File: src/rtl/cs_multiplier.sv
module cs_multiplier #(
  parameter int MCAND_W  = 8,
  parameter int MPLR_W   = 8,
  parameter int LATENCY  = 4,
  parameter int CONV_LAT = 1
) (
  input  logic                        clk,
  input  logic                        rst,
  input  logic                        start,
  input  logic [MCAND_W-1:0]          mcand,
  input  logic [MPLR_W-1:0]           mplr,
  output logic                        ready,
  output logic [MCAND_W+MPLR_W-1:0]   product
);

  localparam int NB    = (LATENCY == 0) ? MPLR_W : (MPLR_W + LATENCY - 1) / LATENCY;
  localparam int STEPS = (LATENCY == 0) ? 1 : LATENCY;
  localparam int EW    = NB * STEPS;
  localparam int W     = MCAND_W + 1;
  localparam int PW    = MCAND_W + MPLR_W;
  localparam int CW    = (STEPS > 1) ? $clog2(STEPS) : 1;

  logic [W-1:0]  acc_s, acc_c;
  logic          pend_q;
  logic [EW-1:0] shreg;
  logic          busy, done;
  logic [CW-1:0] cnt, cur;
  logic          accept, step_en, last;

  logic [W-1:0]  mx;
  logic [EW-1:0] mplr_ext, in_r, next_r;
  logic [W-1:0]  in_s, in_c;
  logic [W-1:0]  ch_s [0:NB];
  logic [W-1:0]  ch_c [0:NB];
  logic [NB-1:0] obits;
  logic          pend_n;

  logic [MCAND_W-1:0]    top;
  logic [MCAND_W+EW-1:0] full;
  logic [PW-1:0]         result;
  logic                  rdy_raw;

  assign mx       = W'($signed(mcand));
  assign mplr_ext = EW'($signed(mplr));

  assign accept  = start && !busy;
  assign step_en = accept || busy;
  assign cur     = accept ? '0 : cnt;
  assign last    = (cur == CW'(STEPS - 1));

  assign in_s = accept ? '0 : acc_s;
  assign in_c = accept ? '0 : acc_c;
  assign in_r = accept ? mplr_ext : shreg;

  assign ch_s[0] = in_s;
  assign ch_c[0] = in_c;

  for (genvar j = 0; j < NB; j++) begin : g_cell
    logic         sub;
    logic [W-1:0] ad, sv, cv;
    assign sub = in_r[j] & last & (j == NB - 1);
    assign ad  = in_r[j] ? (sub ? ~mx : mx) : '0;
    assign sv  = ch_s[j] ^ ch_c[j] ^ ad;
    assign cv  = (ch_s[j] & ch_c[j]) | (ch_s[j] & ad) | (ch_c[j] & ad);
    assign ch_s[j+1] = {sv[W-1], sv[W-1:1]};
    assign ch_c[j+1] = cv;
    assign obits[j]  = sv[0] ^ sub;
    if (j == NB - 1) begin : g_top
      assign pend_n = sub & sv[0];
    end
  end

  if (EW > NB) begin : g_shift
    assign next_r = {obits, in_r[EW-1:NB]};
  end else begin : g_noshift
    assign next_r = obits;
  end

  always_ff @(posedge clk or posedge rst) begin
    if (rst) begin
      acc_s  <= '0;
      acc_c  <= '0;
      pend_q <= 1'b0;
      shreg  <= '0;
      busy   <= 1'b0;
      done   <= 1'b0;
      cnt    <= '0;
    end else begin
      done <= 1'b0;
      if (step_en) begin
        acc_s  <= ch_s[NB];
        acc_c  <= ch_c[NB];
        pend_q <= pend_n;
        shreg  <= next_r;
        if (last) begin
          busy <= 1'b0;
          done <= 1'b1;
          cnt  <= '0;
        end else begin
          busy <= 1'b1;
          cnt  <= cur + CW'(1);
        end
      end
    end
  end

  if (LATENCY == 0) begin : g_comb
    assign top     = ch_s[NB][MCAND_W-1:0] + ch_c[NB][MCAND_W-1:0] + MCAND_W'(pend_n);
    assign full    = {top, next_r};
    assign rdy_raw = accept;
  end else begin : g_seq
    assign top     = acc_s[MCAND_W-1:0] + acc_c[MCAND_W-1:0] + MCAND_W'(pend_q);
    assign full    = {top, shreg};
    assign rdy_raw = done;
  end

  assign result = full[PW-1:0];

  if (CONV_LAT == 1) begin : g_conv_reg
    logic [PW-1:0] prod_q;
    logic          rdy_q;
    always_ff @(posedge clk or posedge rst) begin
      if (rst) begin
        prod_q <= '0;
        rdy_q  <= 1'b0;
      end else begin
        rdy_q <= rdy_raw;
        if (rdy_raw) prod_q <= result;
      end
    end
    assign product = prod_q;
    assign ready   = rdy_q;

    p_conv_follow_r7: assert property (@(posedge clk) disable iff (rst)
      rdy_raw |=> ready);
  end else begin : g_conv_comb
    assign product = result;
    assign ready   = rdy_raw;
  end

  // the step counter keeps advancing whatever start does mid-run
  p_count_advance_r8: assert property (@(posedge clk) disable iff (rst)
    (busy && !last) |=> (busy && cnt == $past(cnt) + CW'(1)));

  p_busy_end_r2: assert property (@(posedge clk) disable iff (rst)
    $fell(busy) |-> done);

  if (LATENCY > 1) begin : g_pulse_chk
    p_ready_single_r2: assert property (@(posedge clk) disable iff (rst)
      ready |=> !ready);
  end

  if (LATENCY == 0 && CONV_LAT == 0) begin : g_comb_chk
    p_comb_ready_r6: assert property (@(posedge clk) disable iff (rst)
      start |-> ready);
  end

endmodule

File: config.mk
export PLATFORM = sky130hd
export DESIGN_NAME = cs_multiplier
export DESIGN_NICKNAME = d
export VERILOG_FILES = /design/src/rtl/cs_multiplier.sv
export SDC_FILE = /design/constraint.sdc
export NUM_CORES = 1
export LEC_CHECK = 0
export BUFFER_PORTS_ARGS = -buffer_cell sky130_fd_sc_hd__clkbuf_2
export CAP_MARGIN = 40
export CORE_UTILIZATION = 58
export CTS_CLUSTER_SIZE = 25
export DETAILED_ROUTE_END_ITERATION = 10
export PLACE_DENSITY = 0.91
export SETUP_SLACK_MARGIN = 0.05
export SKIP_CTS_REPAIR_TIMING = 1
export SLEW_MARGIN = 20
export SYNTH_ARGS = -nofsm -noshare
export SYNTH_HDL_FRONTEND = slang
export SYNTH_SLANG_ARGS = --single-unit
File: constraint.sdc
create_clock -name clk -period 3.7 [get_ports clk]
set_clock_uncertainty 0.2 [all_clocks]
set_input_delay 0.37 -clock clk [delete_from_list [all_inputs] [get_ports clk]]
set_output_delay 0.37 -clock clk [all_outputs]
set_load 0.01 [all_outputs]
==> results.py <==
metrics = {
    "final_layout": {
        "antenna_cells": 0,
        "nFillCells": 343,
        "multi_input_area_um2": 1660,
        "final_nets": 334,
        "regArea_um2": 1180,
        "drive_gt1_share_pct": 30.2,
        "area_growth_pct": 14.2,
    },
    "critical_path": {
        "crit_type": "reg2reg",
        "reg2reg_depth": 7,
        "cp_max_fo": 23,
        "startpoint_type": "flip-flop",
        "rrSetupSlack_ps": 660,
        "critPathCaptureType": "flip-flop",
        "rr_startpoint": "busy",
        "timing.rr.end": "shreg[7]",
        "worst_ep_arrival_time_ps": 3040,
        "cp.required_ps": 3700,
    },
    "placement": {
        "place_ws_ps": 559,
        "gp_congestion": 0.813,
        "io_buffers": 35,
        "hpwl_um": 4170,
    },
    "route": {
        "m1WireLength_um": 2490,
        "dr_total_vias": 1970,
        "routed.top_layer": "met4",
        "wirelength_um": 5710,
        "routedWlPerCell_um": 16.1,
        "dr.pass1.iters": 4,
        "dr.first_iter.drc_count": 133,
        "drcViolationCount": 0,
        "dr_wl_met2_um": 2950,
        "drtAntennaViolNets": 0,
        "viasPerCell": 5.55,
        "route.met3.wl_um": 142,
    },
    "floorplan": {
        "io_pins": 36,
        "core_area_um2": 4790,
        "dieArea_um2": 5300,
        "fp.dieH_um": 72.8,
        "start_util_pct": 60.7,
        "rows": 25,
        "die_w_um": 72.8,
    },
    "hold_path": {
        "holdPathStages": 3,
        "whs_endpoint": "shreg[3]",
        "hold_class": "in2reg",
        "hp-start": "mplr[5]",
    },
    "synth": {
        "yosys.area.top_type_share_pct": 40.5,
        "yosys-top-cells-area": "dfrtp_1 (40%), fa_1 (11%), mux2_2 (11%), ha_1 (5.2%), xnor2_1 (4.5%)",
        "synth_common_cells": "dfrtp_1 (47), mux2_2 (28), and2_1 (19)",
        "avgSynthCellArea_um2": 11.8,
        "synthFlopType": "dfrtp_1",
        "yosysSeqAreaShare_pct": 40.5,
        "syn_area_um2": 2910,
        "ys_warn_count": 0,
        "synth_edf_count": 0,
        "postSynthRegisterBits": 47,
        "yosysUniqueCellTypes": 38,
        "syn-instance-count": 247,
        "synth_most_common_cell": "dfrtp_1",
        "yosysTopAreaCell": "dfrtp_1",
        "async_flop_share_pct": 100,
        "synth_nets": 294,
    },
    "power_and_ir_drop": {
        "ir_drop_v": 0.000459,
        "p_per_area_nw_per_um2": 953,
        "cellLeakagePower_uw": 0.00157,
    },
    "cts": {
        "htree_num_levels": 2,
        "cts.sinks": 47,
        "cts.path.max_buffers": 2,
        "clk_pin_slew_ps": 90,
        "cts_tree": "yes",
        "cts_buffers": 5,
        "clk_latency_ps": 300,
        "clock-root-buffer": "clkbuf_8",
    },
    "grt": {
        "grt_pass1_wl_um": 9340,
        "antenna_found_initial": 0,
        "grt_overflow": 0,
        "grt_pass1_vias": 1994,
        "grt_usage_pct": 23.7,
        "grt_max_degree": 27,
    },
    "sta": {
        "fin_crit_ps": 3040,
        "timing.fmax_mhz": 329,
        "final-setup-viol-count": 0,
        "finalSetupTns_ps": 0,
        "slew-limit-headroom_pct": 56.5,
        "rsz0062_at_grt": "false",
        "period_share_pct": 82.2,
        "hold_viol": 0,
        "report.final.slew_viol_count": 0,
        "worst_slack_ps": 657,
        "worst_pin_slew_ps": 653,
    },
    "status": {
        "status": "complete, no violations",
    },
    "run": {
        "maxCapViolCount": 0,
    },
}
power by group:
group          internal, µW  leakage (µW)  total [µW]  switching (µW)
Sequential              771      0.000578         975             204
Clock                   222     0.0000618         401             179
Combinational           922      0.000927        1790             866
Total                  1920       0.00157        3160            1250
sequential cells by signal, summed over array words and instances (netlist names):
register,count
busy,1
ready,1
shreg,8
cnt,2
done,1
acc_s,8
pend_q,1
acc_c,9
product,16
logic make-up after synthesis:
logic type	synth area share, %
AO/OA/AOI/OAI	7.71
XOR/XNOR	5.08
adder cells (fa/ha/maj)	16.2
buffers and inverters	2.50
flip-flops	40.5
multiplexers	14.9
AND/OR/NAND/NOR	13.2
final cells by class:
type | instances | share of cell area (%)
multi-input cells | 184 | 49.9
flip-flops and latches | 47 | 35.4
repair buffers | 43 | 7.77
well taps | 67 | 2.53
clock buffers | 6 | 2.49
clock inverters | 2 | 1.17
inverters | 6 | 0.679
metal layers:
layer	vias to the layer above	GRT usage (%)
met3	13	4.28
met4	0	8.06
met2	46	41.6
li1	922	-
met1	989	29.6
met5	-	0
through the flow:
stage / power, µW / util (%) / hold slack [ps] / cells / cell area, µm²
floorplan: 2300 / - / 152 / 247 / 2910
global placement: 2630 / 65.9 / 265 / 344 / 3150
detailed placement: 2750 / 66.6 / 199 / 346 / 3190
CTS: 3180 / 69.1 / -131 / 354 / 3310
global route: 3450 / 69.3 / 179 / 355 / 3320
finish: 3160 / 69.3 / 163 / 355 / 3320
worst max path at each step:
stage / start / to / slack (ps) / cells past startpoint
after floorplan: busy / shreg[7] / 610 / 12
after global placement: start / shreg[7] / 640 / 8
after detailed placement: start / shreg[7] / 560 / 8
after CTS: busy / shreg[7] / 650 / 7
after global routing: busy / shreg[7] / 550 / 7
final: busy / shreg[7] / 660 / 7
cells in the final DEF, fill, tap and decap left out, types with 2 or more instances in the layout:
cell        n
dfrtp_1    47
clkbuf_2   35
mux2_2     28
and2_1     19
fa_1       16
xnor2_1    15
nor2_1     15
o21ai_0    13
nand2_1    12
ha_1       12
and2b_1     8
mux2i_1     6
clkbuf_8    6
inv_1       5
buf_4       5
nor3_1      4
a21oi_1     4
o21ai_1     3
nand2b_4    2
mux2i_4     2
o2111ai_1   2
nand2b_1    2
or3_1       2
o31ai_1     2
nor2b_1     2
a21o_1      2
a211oi_1    2
worst max-delay path, cell delays in order, from the launching register on:
cell	delay [ps]
dfrtp_1	350
nand2b_4	270
mux2i_4	360
and2b_1	230
fa_1	470
fa_1	570
ha_1	230
mux2_2	250
No activity file was read; power rests on OpenSTA's default activity.
